### src/rtl/iss_sched_pkg.sv
package iss_sched_pkg;

  typedef enum logic [1:0] {
    ENT_FREE   = 2'd0,
    ENT_WAIT   = 2'd1,
    ENT_READY  = 2'd2,
    ENT_ISSUED = 2'd3
  } ent_state_e;

  function automatic int width_of(input int count);
    return (count <= 2) ? 1 : $clog2(count);
  endfunction

endpackage

### src/rtl/iss_age_matrix.sv
module iss_age_matrix #(
  parameter int N  = 8,
  parameter int SW = 3
) (
  input  logic          clk,
  input  logic          rst_n,
  input  logic          alloc_en,
  input  logic [SW-1:0] alloc_idx,
  input  logic [N-1:0]  live,
  input  logic [N-1:0]  req,
  output logic [N-1:0]  gnt
);

  // older_q[a][b] set: entry a arrived before entry b
  logic [N-1:0] older_q [N];
  logic [N-1:0] older_d [N];
  logic [N-1:0] blocked;

  always_comb begin
    for (int i = 0; i < N; i++) begin
      for (int j = 0; j < N; j++) begin
        if (alloc_en && (alloc_idx == SW'(i))) begin
          older_d[i][j] = 1'b0;
        end else if (alloc_en && (alloc_idx == SW'(j))) begin
          older_d[i][j] = live[i];
        end else begin
          older_d[i][j] = older_q[i][j];
        end
      end
    end
  end

  always_comb begin
    for (int i = 0; i < N; i++) begin
      blocked[i] = 1'b0;
      for (int j = 0; j < N; j++) begin
        if ((j != i) && req[j] && older_q[j][i]) begin
          blocked[i] = 1'b1;
        end
      end
      gnt[i] = req[i] && !blocked[i];
    end
  end

  always_ff @(posedge clk or negedge rst_n) begin
    if (!rst_n) begin
      for (int i = 0; i < N; i++) begin
        older_q[i] <= '0;
      end
    end else begin
      for (int i = 0; i < N; i++) begin
        older_q[i] <= older_d[i];
      end
    end
  end

  AST_ONE_GRANT: assert property (@(posedge clk) disable iff (!rst_n)
    $onehot0(gnt));

  for (genvar a = 0; a < N; a++) begin : g_row
    for (genvar b = a + 1; b < N; b++) begin : g_col
      AST_AGE_ORDER: assert property (@(posedge clk) disable iff (!rst_n)
        (live[a] && live[b]) |-> (older_q[a][b] != older_q[b][a]));
    end
  end

endmodule

### src/rtl/iss_rr_pick.sv
module iss_rr_pick #(
  parameter int U  = 3,
  parameter int UW = 2
) (
  input  logic          clk,
  input  logic          rst_n,
  input  logic [U-1:0]  busy,
  input  logic          take,
  output logic          avail,
  output logic [UW-1:0] unit
);

  logic [UW-1:0] ptr_q;
  logic [UW-1:0] ptr_d;

  always_comb begin
    avail = 1'b0;
    unit  = '0;
    for (int k = 0; k < U; k++) begin
      int idx;
      idx = int'(ptr_q) + k;
      if (idx >= U) begin
        idx = idx - U;
      end
      if (!avail && !busy[idx]) begin
        avail = 1'b1;
        unit  = UW'(idx);
      end
    end
  end

  always_comb begin
    ptr_d = ptr_q;
    if (take) begin
      ptr_d = (unit == UW'(U - 1)) ? '0 : unit + 1'b1;
    end
  end

  always_ff @(posedge clk or negedge rst_n) begin
    if (!rst_n) begin
      ptr_q <= '0;
    end else if (take) begin
      ptr_q <= ptr_d;
    end
  end

  AST_RR_TAKE_AVAIL: assert property (@(posedge clk) disable iff (!rst_n)
    take |-> avail);
  AST_RR_FREE_UNIT: assert property (@(posedge clk) disable iff (!rst_n)
    avail |-> !busy[unit]);
  AST_RR_HOLD: assert property (@(posedge clk) disable iff (!rst_n)
    !take |=> $stable(ptr_q));

endmodule

### src/rtl/iss_sched_top.sv
module iss_sched_top
  import iss_sched_pkg::*;
#(
  parameter int ENTRIES = 8,
  parameter int NSRC    = 2,
  parameter int TAG_W   = 6,
  parameter int ID_W    = 8,
  parameter int NGRP    = 2,
  parameter int UPG     = 3,
  localparam int SLOT_W = width_of(ENTRIES),
  localparam int GRP_W  = width_of(NGRP),
  localparam int UNIT_W = width_of(UPG),
  localparam int CNT_W  = $clog2(ENTRIES + 1),
  localparam int NUNIT  = NGRP * UPG
) (
  input  logic                  clk,
  input  logic                  rst_n,
  input  logic                  disp_valid,
  input  logic [ID_W-1:0]       disp_id,
  input  logic [GRP_W-1:0]      disp_grp,
  input  logic [NSRC*TAG_W-1:0] disp_src_tag,
  input  logic [NSRC-1:0]       disp_src_rdy,
  output logic                  disp_full,
  input  logic                  wake_valid,
  input  logic [TAG_W-1:0]      wake_tag,
  input  logic [NUNIT-1:0]      unit_busy,
  output logic                  iss_valid,
  output logic [ID_W-1:0]       iss_id,
  output logic [SLOT_W-1:0]     iss_slot,
  output logic [GRP_W-1:0]      iss_grp,
  output logic [UNIT_W-1:0]     iss_unit,
  input  logic                  wb_valid,
  input  logic [SLOT_W-1:0]     wb_slot,
  output logic                  ret_valid,
  output logic [ID_W-1:0]       ret_id,
  output logic [CNT_W-1:0]      occ_count,
  output logic [CNT_W-1:0]      occ_peak
);

  ent_state_e       st_q  [ENTRIES];
  ent_state_e       st_d  [ENTRIES];
  logic [NSRC-1:0]  rdy_q [ENTRIES];
  logic [NSRC-1:0]  rdy_d [ENTRIES];
  logic [TAG_W-1:0] tag_q [ENTRIES][NSRC];
  logic [GRP_W-1:0] grp_q [ENTRIES];
  logic [ID_W-1:0]  id_q  [ENTRIES];

  logic                free_found;
  logic [SLOT_W-1:0]   alloc_idx;
  logic                alloc_en;
  logic [NSRC-1:0]     in_rdy;
  logic [ENTRIES-1:0]  live;
  logic [ENTRIES-1:0]  elig;
  logic [ENTRIES-1:0]  gnt;
  logic [ENTRIES-1:0]  wb_sel;
  logic [NGRP-1:0]     grp_avail;
  logic [UNIT_W-1:0]   grp_unit [NGRP];
  logic [NGRP-1:0]     grp_take;
  logic                ret_valid_d;
  logic [ID_W-1:0]     ret_id_d;
  logic [CNT_W-1:0]    cnt_d;
  logic [CNT_W-1:0]    peak_q;

  // lowest free slot takes the next dispatch
  always_comb begin
    free_found = 1'b0;
    alloc_idx  = '0;
    for (int i = 0; i < ENTRIES; i++) begin
      if (!free_found && (st_q[i] == ENT_FREE)) begin
        free_found = 1'b1;
        alloc_idx  = SLOT_W'(i);
      end
    end
  end

  assign disp_full = !free_found;
  assign alloc_en  = disp_valid && free_found;

  always_comb begin
    for (int s = 0; s < NSRC; s++) begin
      in_rdy[s] = disp_src_rdy[s] ||
                  (wake_valid && (disp_src_tag[s*TAG_W +: TAG_W] == wake_tag));
    end
  end

  // eligibility: ready and the entry's group has a free unit
  always_comb begin
    for (int i = 0; i < ENTRIES; i++) begin
      live[i] = (st_q[i] != ENT_FREE);
      elig[i] = 1'b0;
      for (int g = 0; g < NGRP; g++) begin
        if ((st_q[i] == ENT_READY) && (grp_q[i] == GRP_W'(g))) begin
          elig[i] = grp_avail[g];
        end
      end
    end
  end

  iss_age_matrix #(
    .N  (ENTRIES),
    .SW (SLOT_W)
  ) age_i (
    .clk       (clk),
    .rst_n     (rst_n),
    .alloc_en  (alloc_en),
    .alloc_idx (alloc_idx),
    .live      (live),
    .req       (elig),
    .gnt       (gnt)
  );

  always_comb begin
    iss_slot = '0;
    iss_grp  = '0;
    iss_id   = '0;
    for (int i = 0; i < ENTRIES; i++) begin
      if (gnt[i]) begin
        iss_slot = SLOT_W'(i);
        iss_grp  = grp_q[i];
        iss_id   = id_q[i];
      end
    end
  end

  assign iss_valid = |gnt;

  for (genvar g = 0; g < NGRP; g++) begin : g_grp
    assign grp_take[g] = iss_valid && (iss_grp == GRP_W'(g));
    iss_rr_pick #(
      .U  (UPG),
      .UW (UNIT_W)
    ) rr_i (
      .clk   (clk),
      .rst_n (rst_n),
      .busy  (unit_busy[g*UPG +: UPG]),
      .take  (grp_take[g]),
      .avail (grp_avail[g]),
      .unit  (grp_unit[g])
    );
  end

  always_comb begin
    iss_unit = '0;
    for (int g = 0; g < NGRP; g++) begin
      if (iss_grp == GRP_W'(g)) begin
        iss_unit = grp_unit[g];
      end
    end
  end

  // writeback selection and retire notification
  always_comb begin
    ret_valid_d = 1'b0;
    ret_id_d    = '0;
    for (int i = 0; i < ENTRIES; i++) begin
      wb_sel[i] = wb_valid && (wb_slot == SLOT_W'(i)) && (st_q[i] == ENT_ISSUED);
      if (wb_sel[i]) begin
        ret_valid_d = 1'b1;
        ret_id_d    = id_q[i];
      end
    end
  end

  // per-entry state transitions
  always_comb begin
    for (int i = 0; i < ENTRIES; i++) begin
      st_d[i]  = st_q[i];
      rdy_d[i] = rdy_q[i];
      case (st_q[i])
        ENT_FREE: begin
          if (alloc_en && (alloc_idx == SLOT_W'(i))) begin
            rdy_d[i] = in_rdy;
            st_d[i]  = (&in_rdy) ? ENT_READY : ENT_WAIT;
          end
        end
        ENT_WAIT: begin
          for (int s = 0; s < NSRC; s++) begin
            if (wake_valid && (tag_q[i][s] == wake_tag)) begin
              rdy_d[i][s] = 1'b1;
            end
          end
          if (&rdy_d[i]) begin
            st_d[i] = ENT_READY;
          end
        end
        ENT_READY: begin
          if (gnt[i]) begin
            st_d[i] = ENT_ISSUED;
          end
        end
        default: begin
          if (wb_sel[i]) begin
            st_d[i] = ENT_FREE;
          end
        end
      endcase
    end
  end

  always_comb begin
    occ_count = '0;
    cnt_d     = '0;
    for (int i = 0; i < ENTRIES; i++) begin
      occ_count = occ_count + CNT_W'(live[i]);
      cnt_d     = cnt_d + CNT_W'(st_d[i] != ENT_FREE);
    end
  end

  always_ff @(posedge clk or negedge rst_n) begin
    if (!rst_n) begin
      for (int i = 0; i < ENTRIES; i++) begin
        st_q[i]  <= ENT_FREE;
        rdy_q[i] <= '0;
      end
      ret_valid <= 1'b0;
      peak_q    <= '0;
    end else begin
      for (int i = 0; i < ENTRIES; i++) begin
        st_q[i]  <= st_d[i];
        rdy_q[i] <= rdy_d[i];
      end
      ret_valid <= ret_valid_d;
      if (cnt_d > peak_q) begin
        peak_q <= cnt_d;
      end
    end
  end

  // payload registers carry no reset; loaded on allocation only
  always_ff @(posedge clk) begin
    for (int i = 0; i < ENTRIES; i++) begin
      if (alloc_en && (alloc_idx == SLOT_W'(i))) begin
        grp_q[i] <= disp_grp;
        id_q[i]  <= disp_id;
        for (int s = 0; s < NSRC; s++) begin
          tag_q[i][s] <= disp_src_tag[s*TAG_W +: TAG_W];
        end
      end
    end
    if (ret_valid_d) begin
      ret_id <= ret_id_d;
    end
  end

  assign occ_peak = peak_q;

  AST_FULL_DROPS: assert property (@(posedge clk) disable iff (!rst_n)
    (disp_valid && disp_full) |=> (occ_count <= $past(occ_count)));
  AST_RET_FROM_WB: assert property (@(posedge clk) disable iff (!rst_n)
    ret_valid |-> $past(wb_valid));
  AST_PEAK_BOUND: assert property (@(posedge clk) disable iff (!rst_n)
    occ_peak >= occ_count);
  AST_ISSUE_NOT_BUSY: assert property (@(posedge clk) disable iff (!rst_n)
    iss_valid |-> !unit_busy[int'(iss_grp) * UPG + int'(iss_unit)]);

endmodule

### config.mk
export PLATFORM = sky130hd
export DESIGN_NAME = iss_sched_top
export DESIGN_NICKNAME = d
export VERILOG_FILES = /design/src/rtl/iss_sched_pkg.sv /design/src/rtl/iss_age_matrix.sv /design/src/rtl/iss_rr_pick.sv /design/src/rtl/iss_sched_top.sv
export SDC_FILE = /design/constraint.sdc
export NUM_CORES = 1
export LEC_CHECK = 0
export ABC_AREA = 1
export CORE_AREA = 5 5 215 217
export CTS_CLUSTER_SIZE = 14
export DETAILED_ROUTE_END_ITERATION = 16
export DIE_AREA = 0 0 220 222
export GPL_TIMING_DRIVEN = 0
export SLEW_MARGIN = 20
export SYNTH_ARGS = -nofsm -noshare
export SYNTH_HDL_FRONTEND = slang
export SYNTH_SLANG_ARGS = --single-unit
### constraint.sdc
create_clock -name clk -period 6.25 [get_ports clk]
set_input_delay 1.25 -clock clk [delete_from_list [all_inputs] [get_ports clk]]
set_output_delay 1.25 -clock clk [all_outputs]
set_load 0.005 [all_outputs]
**Word level (Yosys, flattened, before mapping)**

Memories as Yosys holds them, arrays and structs flattened.
Cells that the tools add are included.

- Flip-flop bits (word level): 105
- RAM bits: 168
- Input bits: 43
- Output and inout port bits: 33
- Word-level logic and storage cells: 900
- Memories kept: 3

- $add $sub $neg: 26
- Magnitude comparators: 13
- Equal/unequal tests: 66
- Muxes and demuxes: 445
- Bitwise gates (word level): 9
- Reductions and logical operators: 261

Memories:

| memory | words | width | read ports | clocked after Yosys merged registers in | write ports | RTL line | RTL |
|---|---|---|---|---|---|---|---|
| tag_q | 8 | 12 | 8 | 0 | 1 | iss_sched_top.sv:44 | `logic [TAG_W-1:0] tag_q [ENTRIES][NSRC];` |
| id_q | 8 | 8 | 8 | 0 | 1 | iss_sched_top.sv:46 | `logic [ID_W-1:0] id_q [ENTRIES];` |
| grp_q | 8 | 1 | 8 | 0 | 1 | iss_sched_top.sv:45 | `logic [GRP_W-1:0] grp_q [ENTRIES];` |

Operator list:

| kind | number |
|---|---|
| 1-bit two-way mux | 304 |
| 32-bit by 4-bit < comparator with 1-bit output (second input constant) | 6 |
| 32-bit two-way mux | 6 |
| 8-bit two-way mux | 23 |
| 1-bit logical AND | 136 |
| 32-bit by 3-bit greater-or-equal comparator with 1-bit output (second input constant) | 4 |
| 32-bit by 3-bit subtractor with 32-bit output (second input constant) | 4 |
| 6-bit equality test | 18 |
| 2-bit two-way mux | 52 |
| 2-bit nonzero test | 52 |
| 3-bit two-way mux | 31 |
| 12-bit two-way mux | 7 |
| 12-bit OR reduction | 7 |
| 8-bit OR reduction | 8 |
| 2-bit case mux with 3 select lines | 8 |
| 2-bit equality test (second input constant) | 18 |
| 2-bit AND reduction | 17 |
| 4-bit by 1-bit adder with 4-bit output | 8 |
| 2-bit case mux with 2 select lines | 8 |
| 3-bit equality test (second input constant) | 8 |
| 1-bit zero test | 22 |
| 2-bit by 1-bit equality test with 1-bit output (second input constant) | 8 |
| 2-bit zero test | 8 |
| 2-bit by 1-bit inequality test with 1-bit output (second input constant) | 8 |
| 16 further kinds | 49 |

**Depth between registers and ports, before layout**

Gate-level depths: netlist (run 1).

- Depth in word-level cells: 36
- Depth in mapped cells: 33
- Mapped depth without buffers: 33

**By module**

Synthesis (run 1) repeated with hierarchy kept, for this count alone.

- Cell total of the unflattened synthesis: 1609
- Area, all modules: 14407.6 sq um

Modules (own cells, without submodules):

| module | times used | cells each | area an instance (sq um) | seq. area each (sq um) |
|---|---|---|---|---|
| iss_sched_top | 1 | 1149 | 10994.3 | 6211.0 |
| iss_age_matrix | 1 | 348 | 2717.6 | 1401.3 |
| iss_rr_pick | 2 | 56 | 347.8 | 50.0 |

**Least setup slack after synthesis (run 1)**

OpenSTA, ideal clock, no wires.

- Path type: reg2reg
- From: reg st_q[14] (netlist name)
- To: reg peak_q[3], in the netlist occ_peak[3]
- Setup time: 0.126 ns
- Arrival: 6.162 ns
- Data required time: 6.124 ns
- Slack: -0.038 ns
- Stages on the path, launching flop included: 33
- Buffers on the path: 0
- Clock period less this slack: 6.288 ns
- Cell sequence: dfrtp_1 > nor2_1 > inv_1 > ha_1 > inv_1 > nor4_4 > nand2_1 > nor2_1 > nand2_1 > nand2_1 > nor2_2 > nand2_1 > nor2_2 > inv_2 > nor2_2 > nand2_1 > o211ai_1 > inv_1 > o21ai_1 > fa_1 > fa_1 > inv_1 > fa_1 > inv_1 > ha_1 > fa_1 > xor2_1 > ha_1 > nand2_1 > o21ai_0 > nand2_1 > inv_1 > o21ai_0

- Longest elaborated chain between the ends: 36
- Elaborated cells between the ends (all ways): 168
- Classes of those cells: add/sub: 7; order compare: 1; eq/ne: 10; mux: 92; reduce/logical: 58

Ends and longest elaborated chain:

| item | RTL line | RTL |
|---|---|---|
| from (decl) | iss_sched_top.sv:40 | `ent_state_e st_q [ENTRIES];` |
| from (signal, indexed assignment) | iss_sched_top.sv:219 | `st_q[i] <= st_d[i];` |
| 2-bit zero test | iss_sched_top.sv:69, iss_sched_top.sv:169 |  |
| 1-bit two-way mux | iss_sched_top.sv:69 | `if (!free_found && (st_q[i] == ENT_FREE)) begin` |
| 1-bit zero test | iss_sched_top.sv:69 |  |
| 1-bit logical AND | iss_sched_top.sv:69 |  |
| 1-bit two-way mux | iss_sched_top.sv:69 |  |
| 1-bit zero test | iss_sched_top.sv:69 |  |
| 1-bit logical AND | iss_sched_top.sv:69 |  |
| 1-bit two-way mux | iss_sched_top.sv:69 |  |
| [19 not listed] | -- |  |
| 2-bit nonzero test | iss_sched_top.sv:205 | `cnt_d = cnt_d + CNT_W'(st_d[i] != ENT_FREE);` |
| 1-bit by 1-bit adder with 2-bit output | iss_sched_top.sv:205 |  |
| 2-bit by 1-bit adder with 3-bit output | iss_sched_top.sv:205 |  |
| 3-bit by 1-bit adder with 4-bit output | iss_sched_top.sv:205 |  |
| 4-bit by 1-bit adder with 4-bit output (3 in series) | iss_sched_top.sv:205 |  |
| 4-bit by 1-bit adder with 4-bit output * | iss_sched_top.sv:205 |  |
| via cnt_d[2] | iss_sched_top.sv:61 | `logic [CNT_W-1:0] cnt_d;` |
| 4-bit greater-than comparator * | iss_sched_top.sv:223 | `if (cnt_d > peak_q) begin` |
| to (signal assigned) | iss_sched_top.sv:224 | `peak_q <= cnt_d;` |
| to (decl) | iss_sched_top.sv:62 | `logic [CNT_W-1:0] peak_q;` |

Mark *: on every way through the listed nets, which the timed path passes. The rest lies on a longest branch.
A chain may end at the register's enable or synchronous reset.

==> flow_summary.json, run 1 <==
{
  "status": "finished clean",
  "maxCapViolCount": 0,
  "slew_headroom_pct": 33.3,
  "wirelength_um": 42900,
  "synth_warnings": 0,
  "clkSinkCount": 273,
  "dr.pass1.iters": 6,
  "row_count": 77,
  "final_cell_count_no_fill": 2245,
  "clockBufferDepth": 3,
  "dieArea_um2": 48800,
  "crit_slowest_cell": "fa_2",
  "avgSynthCellArea_um2": 9.31,
  "final_common_cell": "nand2_1",
  "dp.cells": 2165,
  "path_clk_slew_ns": 0.06,
  "start_util_pct": 31.7,
  "ios": 76,
  "synth_ff_type": "edfxtp_1",
  "setup.worst_path.start_class": "primary input",
  "synthTopCellsByArea": "edfxtp_1, dfrtp_1, nand2_1",
  "route.detailed.drc": 0,
  "syn_to_final_growth_pct": 22.3,
  "worst_pin_slew_ns": 0.987,
  "syn_inst": 1497,
  "final_area_um2": 17100,
  "fmax_mhz": 166,
  "synth_top_cell_by_area": "edfxtp_1",
  "fin_worst_skew_ns": 0.0203,
  "min_period_ns": 6.03,
  "required_ns": 6.69,
  "grt_pass1_vias": 11200,
  "end_kind": "flop",
  "synth-edff-count": 176,
  "setup-tns-final_ns": 0,
  "ys_async_sr_fraction_pct": 35.5,
  "cpPeakStageDelay_ns": 0.57,
  "htree_num_levels": 1,
  "drt_iter0_markers": 1115,
  "core_area_um2": 43900,
  "insertion_delay_ns": 0.57,
  "post_synth_num_cell_types": 58,
  "wl_per_cell_um": 19.1,
  "peakVddDrop_uv": 279,
  "critical_path_class": "in2reg",
  "cp_top_family": "adder cells",
  "arrival_ns": 6.46,
  "gp_congestion": 0.865,
  "finalHoldViolations": 0,
  "grt_max_degree": 59,
  "cts_tree": "built",
  "crit_buf_inv": 6,
  "drive_gt1_share_pct": 15.1,
  "power.leakage_nw": 6.97,
  "powerDensity_nw_per_um2": 552,
  "ys_ff_latch": 273,
  "place.detailed.hpwl_um": 29800,
  "dpl-instance-area_um2": 15500,
  "post-route-util_pct": 38.8,
  "cts-hold-fix-buffers": 0,
  "synth_nets": 1568,
  "port_buffers": 70,
  "final_max_slew_viol_count": 0,
  "die_width_um": 220,
  "crit_fanout": 10,
  "ant_nets": 0,
  "post-route-period-util_pct": 96.4,
  "grt_pass1_wl_um": 65800,
  "power_mw": 9.41,
  "seq_area_frac_synth_pct": 55.3,
  "antenna_found_initial": 0,
  "fin_nets": 1701,
  "grtUsageTotal_pct": 17.2,
  "setup_violations": 0,
  "final_cell_mix": "nand2_1, edfxtp_1, inv_1, o21ai_0, nand3_1",
  "vias_per_cell": 5.13,
  "synth_top_area_share_pct": 37.9,
  "vias": 11500,
  "overflow": 0,
  "hold_path_class": "reg2reg",
  "syn_area_um2": 13900,
  "crit_chain": "clkdlybuf4s50_1, inv_1, nor2_1, nand2_1, inv_1, a31oi_1, or2_4, fa_1, fa_1, inv_2, fa_1, inv_1, ha_2, fa_2, ha_1, a21oi_1, o21ai_1, nand2_1, inv_2, nand2_1, o21ai_1",
  "antenna_cells": 0,
  "root_buffer": "clkbuf_16",
  "die_y_um": 222,
  "cts_made_buffers": 30
}
[where the power goes]
| part | internal (mW) | switching, mW | total (mW) |
|---|---|---|---|
| logic | 1.97 | 3.00 | 4.98 |
| clock network | 0.993 | 0.727 | 1.72 |
| registers | 2.45 | 0.258 | 2.71 |
[state kept, by name (all words and copies together), names as in the netlist]
name and flops:
occ_peak 4, grp_q 8, ret_id 8, ret_valid 1, tag_q 96, rdy_q 16, id_q 64, g_grp.rr_i.ptr_q 4
age_i.older_q 56, st_q 16
[routing by layer]
metal  up-vias  part of all wire, %  global-route usage (%)
met3        91                  7.7                    2.49
met2       490                   47                    27.8
met1      5557                   43                    24.3
met4         0                  2.8                    4.37
li1       5374                    -                       -
met5         -                    0                       0
[worst register-to-register path: stages (launching register included)]
cell and delay [ns]:
dfrtp_1 0.44, nor2_1 0.66, nand3_1 0.35, nand4_1 0.18, inv_1 0.08, nand2_4 0.14
inv_1 0.11, nand2_4 0.13, nor2_4 0.06, nand2_1 0.10, a31oi_4 0.10, or2_4 0.26
fa_1 0.51, fa_1 0.54, inv_2 0.04, fa_1 0.53, inv_1 0.05, ha_2 0.19
fa_2 0.57, ha_1 0.25, a21oi_1 0.13, o21ai_1 0.08, nand2_1 0.11, inv_2 0.08
nand2_1 0.06, o21ai_1 0.06
[metrics by stage]
step | setup WS (ns) | hold slack [ns]
finish | 0.222 | 0.480
global route | -0.0284 | 0.505
CTS | 0.00612 | 0.480
detailed placement | -1.44 | 0.465
global placement | -1.57 | 0.460
floorplan | 0.0748 | 0.442
[cell type report]
type	count	area, um^2
Tap cell	592	741
Buffer	39	218
Timing Repair Buffer	100	1010
Inverter	187	707
Sequential cell	273	7720
Fill cell	4393	26900
Clock buffer	42	858
Multi-Input combinational cell	999	5710
Clock inverter	13	86.3
[Yosys cell counts, types with 7 or more instances]
library cell,instances
fa_1,8
nand2_1,344
o2111ai_1,12
nand3_1,98
a21oi_1,57
edfxtp_1,176
nor2_1,83
or2_0,11
xor2_1,17
inv_1,173
o21ai_0,144
o22ai_1,10
nand4_1,19
a211oi_1,10
xnor2_1,26
buf_2,14
clkbuf_1,21
nor2_2,12
o41ai_1,7
inv_2,10
or2_2,12
a31oi_1,12
nand2_2,12
dfrtp_1,97
nor3_1,16
o211ai_1,13
ha_1,20
[kinds of logic (layout without fill, tap and decap cells)]
logic type,after synthesis,after routing,synth area share [%]
muxes,1,1,0.0718
and+or+nand+nor,632,633,20.2
AOI/OAI and AO/OA,294,294,12.3
DFF,273,273,55.3
adders and majority gates,28,28,2.94
buffers and inverters,226,381,6.38
xor gates and xnor gates,43,43,2.70
[path summary, 6_finish.rpt]
path,start,endpoint,slack (ns),cells past startpoint
setup / recovery,wb_valid,occ_peak[3]$_DFFE_PN0N_,0.22,21
hold / removal,age_i.older_q[46]$_DFFE_PN0P_,age_i.older_q[46]$_DFFE_PN0P_,0.48,2
setup reg to reg,st_q[2]$_DFF_PN0_,occ_peak[3]$_DFFE_PN0N_,0.32,25
hold reg to reg,age_i.older_q[46]$_DFFE_PN0P_,age_i.older_q[46]$_DFFE_PN0P_,0.48,2
max in group asynchronous,rst_n,st_q[14]$_DFF_PN0_,5.00,2
min in group asynchronous,rst_n,age_i.older_q[37]$_DFFE_PN0P_,0.59,1
[what timing repair did]
item / CTS / global route
gates resized for setup: 75 / 82
cloned: 1 / 0
setup buffers: 11 / 13
pin swaps: 17 / 34
setup endpoints to repair: 4 / 4
No activity file was read; power rests on OpenSTA's default activity.
==> inputs of run 2 (changes only) <==
SETUP_SLACK_MARGIN = 0.02   (was unset)
==> flow_summary.json, run 2 (synthesized netlist as in run 1, its figures left out) <==
{
  "crit_slowest_cell": "fa_2",
  "grt_max_degree": 59,
  "insertion_delay_ns": 0.57,
  "pwr-share-seq_pct": 28.7,
  "die_y_um": 222,
  "hold_end": "age_i.older_q[46]$_DFFE_PN0P_",
  "top_register": "tag_q",
  "timing.hold.ws_ns": 0.477,
  "clockBufferDepth": 3,
  "p_int_mw": 5.43,
  "root_buffer": "clkbuf_16",
  "setup_violations": 0,
  "fmax_mhz": 167,
  "post-route-util_pct": 38.8,
  "route.detailed.drc": 0,
  "cts-hold-fix-buffers": 0,
  "wirelength_um": 42900,
  "crit_fanout": 10,
  "vias_per_cell": 5.12,
  "grt_pass1_wl_um": 65800,
  "arrival_ns": 6.44,
  "end_kind": "flop",
  "overflow": 0,
  "cpPeakStageDelay_ns": 0.55,
  "ant_nets": 0,
  "min_period_ns": 6.00,
  "seq_area_um2": 7720,
  "grtUsageTotal_pct": 17.2,
  "worst_pin_slew_ns": 1.02,
  "htree_num_levels": 1,
  "final_common_cell": "nand2_1",
  "final_max_slew_viol_count": 0,
  "fillerInstances": 4398,
  "vias": 11500,
  "multi_input_area_um2": 5700,
  "wl_per_cell_um": 19.1,
  "final_cell_mix": "nand2_1, edfxtp_1, inv_1, o21ai_0, nand3_1",
  "final_area_um2": 17000,
  "clkSinkCount": 273,
  "regToRegSetupSlack_ns": 0.34,
  "slew_headroom_pct": 31.6,
  "pre_cts_ws_ns": -1.44,
  "drt_iter0_markers": 1256,
  "maxCapViolCount": 0,
  "dp.cells": 2165,
  "core_area_um2": 43900,
  "gp_congestion": 0.865,
  "powerDensity_nw_per_um2": 552,
  "hold_depth": 2,
  "worstHoldStart": "age_i.older_q[46]$_DFFE_PN0P_",
  "port_buffers": 70,
  "reg2reg_depth": 32,
  "largest_register_ffs": 96,
  "die_width_um": 220,
  "p_switching_mw": 3.99,
  "hold_path_class": "reg2reg",
  "rr_startpoint": "st_q[15]$_DFF_PN0_",
  "dpl-instance-area_um2": 15500,
  "start_util_pct": 31.7,
  "antenna_cells": 0,
  "cts_tree": "built",
  "path_clk_slew_ns": 0.06,
  "power.leakage_nw": 6.97,
  "crit_buf_inv": 6,
  "crit_chain": "clkdlybuf4s50_1, inv_1, nor2_1, nand2_1, inv_1, a31oi_1, or2_4, fa_1, fa_1, inv_2, fa_1, inv_1, ha_2, fa_2, ha_1, a21oi_1, o21ai_1, nand2_1, inv_2, nand2_1, o21ai_1",
  "comb_power_share_pct": 53.0,
  "final_cell_count_no_fill": 2246,
  "post-route-period-util_pct": 96.0,
  "grt_pass1_vias": 11300,
  "r2r-end": "occ_peak[3]$_DFFE_PN0N_",
  "peakVddDrop_uv": 279,
  "critical_path_class": "in2reg",
  "syn_to_final_growth_pct": 22.3,
  "power_frac_clock_pct": 18.3,
  "setup.worst_path.start_class": "primary input",
  "status": "finished clean",
  "place.detailed.hpwl_um": 29800,
  "dieArea_um2": 48800,
  "fin_worst_skew_ns": 0.0219,
  "required_ns": 6.69,
  "cp_top_family": "adder cells",
  "reg_top3": "tag_q x96, id_q x64, age_i.older_q x56",
  "fin_nets": 1702,
  "switching_share_pct": 42.4,
  "antenna_found_initial": 0,
  "cts_made_buffers": 30,
  "drive_gt1_share_pct": 15.1,
  "ios": 76,
  "finalWorstSetupSlack_ns": 0.248,
  "dr.pass1.iters": 5,
  "finalHoldViolations": 0,
  "row_count": 77
}
==> run 2: area by class of cell <==
type,count,share of cell area (%)
Timing Repair Buffer,101,6.01
Sequential cell,273,45.3
Multi-Input combinational cell,999,33.4
Buffer,39,1.23
Clock buffer,42,5.04
Tap cell,592,4.35
Inverter,187,4.15
Clock inverter,13,0.506
==> run 2: stage by stage <==
step / setup TNS [ns] / total power, mW
detailed placement: -5.64 / 7.23
global route: -0.00215 / 10.2
finish: 0 / 9.42
CTS: 0 / 9.22
global placement: -6.16 / 7.10
floorplan: 0 / 5.50
==> run 2: worst reg2reg max path, delay by kind of cell (launching register included) <==
family	cells	cell delay, ns
DFF	1	0.44
buffers and inverters	7	0.55
AOI/OAI and AO/OA	5	0.49
and+or+nand+nor	13	1.56
adders and majority gates	7	2.73
==> run 2: repair_timing <==
item / in CTS / in global routing
gates cloned: 1 / 0
gates resized for setup: 85 / 67
pin swaps: 19 / 27
buffers inserted: 12 / 13
endpoints found under the hold margin: 0 / 0
endpoints found under the setup margin: 4 / 4
==> run 2: per-layer routing <==
| layer | vias up | GRT usage (%) | wire, um |
|---|---|---|---|
| li1 | 5373 | - | - |
| met1 | 5568 | 24.2 | 18400 |
| met2 | 470 | 27.9 | 19900 |
| met3 | 91 | 2.57 | 3260 |
| met4 | 0 | 4.37 | 1280 |
| met5 | - | 0 | 0 |
==> run 2: how the worst max path moves through the flow <==
stage | slack (ns) | start | to | cells past startpoint
finish | 0.25 | wb_valid | occ_peak[3]$_DFFE_PN0N_ | 21
global route | -0.002 | wb_valid | occ_peak[3]$_DFFE_PN0N_ | 23
CTS | 0.03 | unit_busy[0] | occ_peak[2]$_DFFE_PN0N_ | 30
detailed placement | -1.44 | st_q[14]$_DFF_PN0_ | occ_peak[3]$_DFFE_PN0N_ | 32
global placement | -1.57 | st_q[14]$_DFF_PN0_ | occ_peak[2]$_DFFE_PN0N_ | 26
floorplan | 0.07 | wake_tag[3] | occ_peak[3]$_DFFE_PN0N_ | 25
==> run 2: power groups by stage <==
stage	logic (mW)	clock network [mW]	registers (mW)
after floorplan	2.84	0	2.66
after global placement	4.38	0	2.72
after detailed placement	4.50	0	2.73
after CTS	4.77	1.75	2.70
after global routing	5.60	1.82	2.76
final	4.99	1.72	2.71
==> inputs of run 3 (changes only) <==
DONT_BUFFER_PORTS = 1   (was unset)
==> flow_summary.json, run 3 (synthesized netlist as in run 1, its figures left out) <==
{
  "p_int_mw": 5.03,
  "grt_max_degree": 98,
  "comb_power_share_pct": 48.4,
  "hold_path_class": "in2async",
  "r2r-end": "occ_peak[3]$_DFFE_PN0N_",
  "crit_fanout": 10,
  "reg_top3": "tag_q x96, id_q x64, age_i.older_q x56",
  "start_util_pct": 31.7,
  "row_count": 77,
  "setup_violations": 0,
  "vias_per_cell": 5.15,
  "post-route-period-util_pct": 97.6,
  "grtUsageTotal_pct": 16.8,
  "final_area_um2": 16400,
  "reg2reg_depth": 32,
  "p_switching_mw": 3.86,
  "rr_startpoint": "st_q[14]$_DFF_PN0_",
  "use_met1_pct": 23.1,
  "power_frac_clock_pct": 21.0,
  "largest_register_ffs": 96,
  "core_area_um2": 43900,
  "cts_tree": "built",
  "route.detailed.drc": 0,
  "ant_nets": 0,
  "dpl-instance-area_um2": 14800,
  "crit_slowest_cell": "fa_1",
  "final_cell_mix": "nand2_1, edfxtp_1, inv_1, o21ai_0, nand3_1",
  "timing.hold.ws_ns": 0.397,
  "antenna_cells": 0,
  "min_period_ns": 6.10,
  "regToRegSetupSlack_ns": 0.31,
  "cp_top_family": "adder cells",
  "drt_iter0_markers": 1040,
  "port_buffers": 0,
  "finalHoldViolations": 0,
  "vias": 11200,
  "pre_cts_ws_ns": -1.29,
  "gp_congestion": 0.888,
  "place.detailed.hpwl_um": 29400,
  "final_common_cell": "nand2_1",
  "final_max_slew_viol_count": 0,
  "grt_pass1_wl_um": 63900,
  "crit_buf_inv": 7,
  "setup.worst_path.start_class": "primary input",
  "wirelength_um": 42700,
  "switching_share_pct": 43.4,
  "slew_headroom_pct": 32.2,
  "cpPeakStageDelay_ns": 0.55,
  "grt_pass1_vias": 10800,
  "antenna_found_initial": 0,
  "peakVddDrop_uv": 303,
  "top_usage_layer": "met2",
  "die_y_um": 222,
  "use_met3_pct": 3.99,
  "syn_to_final_growth_pct": 17.5,
  "htree_num_levels": 1,
  "drive_gt1_share_pct": 14.6,
  "setup-tns-final_ns": 0,
  "worst_pin_slew_ns": 1.02,
  "clkSinkCount": 273,
  "power_mw": 8.89,
  "required_ns": 6.67,
  "fmax_mhz": 164,
  "status": "finished clean",
  "top_register": "tag_q",
  "end_kind": "flop",
  "powerDensity_nw_per_um2": 543,
  "fin_nets": 1635,
  "ios": 76,
  "path_clk_slew_ns": 0.06,
  "overflow": 0,
  "grt_use_met2_pct": 26.7,
  "insertion_delay_ns": 0.56,
  "fin_worst_skew_ns": 0.0201,
  "root_buffer": "clkbuf_16",
  "clockBufferDepth": 3,
  "maxCapViolCount": 0,
  "cts-hold-fix-buffers": 0,
  "finalWorstSetupSlack_ns": 0.148,
  "die_width_um": 220,
  "power.leakage_nw": 6.66,
  "dieArea_um2": 48800,
  "dr.pass1.iters": 5,
  "critical_path_class": "in2reg",
  "cts_made_buffers": 29,
  "wl_per_cell_um": 19.6,
  "pwr-share-seq_pct": 30.5,
  "arrival_ns": 6.52
}
==> run 3: area by class of cell <==
type | instances | area [um^2]
fill | 4427 | 27600
clock buffer | 31 | 733
tap | 592 | 741
sequential | 273 | 7720
buffer | 39 | 233
multi-input combinational | 999 | 5640
clock inverter | 22 | 288
inverter | 187 | 707
timing repair buffer | 35 | 323
==> run 3: how the worst max path moves through the flow <==
stage | endpoint | from | depth (start not counted)
global route | occ_peak[3]$_DFFE_PN0N_ | wake_tag[1] | 27
global placement | occ_peak[2]$_DFFE_PN0N_ | st_q[14]$_DFF_PN0_ | 26
CTS | occ_peak[3]$_DFFE_PN0N_ | g_grp[1].rr_i.ptr_q[0]$_DFFE_PN0P_ | 28
detailed placement | occ_peak[3]$_DFFE_PN0N_ | st_q[14]$_DFF_PN0_ | 32
floorplan | occ_peak[3]$_DFFE_PN0N_ | wake_tag[3] | 25
finish | occ_peak[3]$_DFFE_PN0N_ | wake_tag[5] | 26
==> run 3: routing by layer <==
layer  routed length [um]  up-vias  share of wire [%]
met4                 1300        0                3.1
met2                19500      502                 46
met5                    0        -                  0
met1                17900     5375                 42
met3                 4020       99                9.4
li1                     -     5231                  -
==> run 3: per-stage QoR <==
| stage | std cells | utilization (%) |
|---|---|---|
| floorplan | 1497 | - |
| global placement | 2089 | 33.4 |
| detailed placement | 2093 | 33.7 |
| CTS | 2156 | 36.5 |
| global route | 2178 | 37.3 |
| finish | 2178 | 37.3 |
==> run 3: power groups by stage <==
stage | combinational [mW] | sequential [mW] | clock [mW]
after detailed placement | 3.94 | 2.74 | 0
after global routing | 4.84 | 2.77 | 1.96
after global placement | 3.81 | 2.73 | 0
after floorplan | 2.84 | 2.66 | 0
after CTS | 4.08 | 2.71 | 1.89
final | 4.31 | 2.72 | 1.87
==> run 3: repair_timing <==
| action | 4_1_cts | 5_1_grt |
|---|---|---|
| resized for setup | 40 | 71 |
| gates cloned | 1 | 0 |
| endpoints found under the setup margin | 4 | 4 |
| setup buffers | 9 | 22 |
| pin swaps | 5 | 29 |
| endpoints found under the hold margin | 0 | 0 |
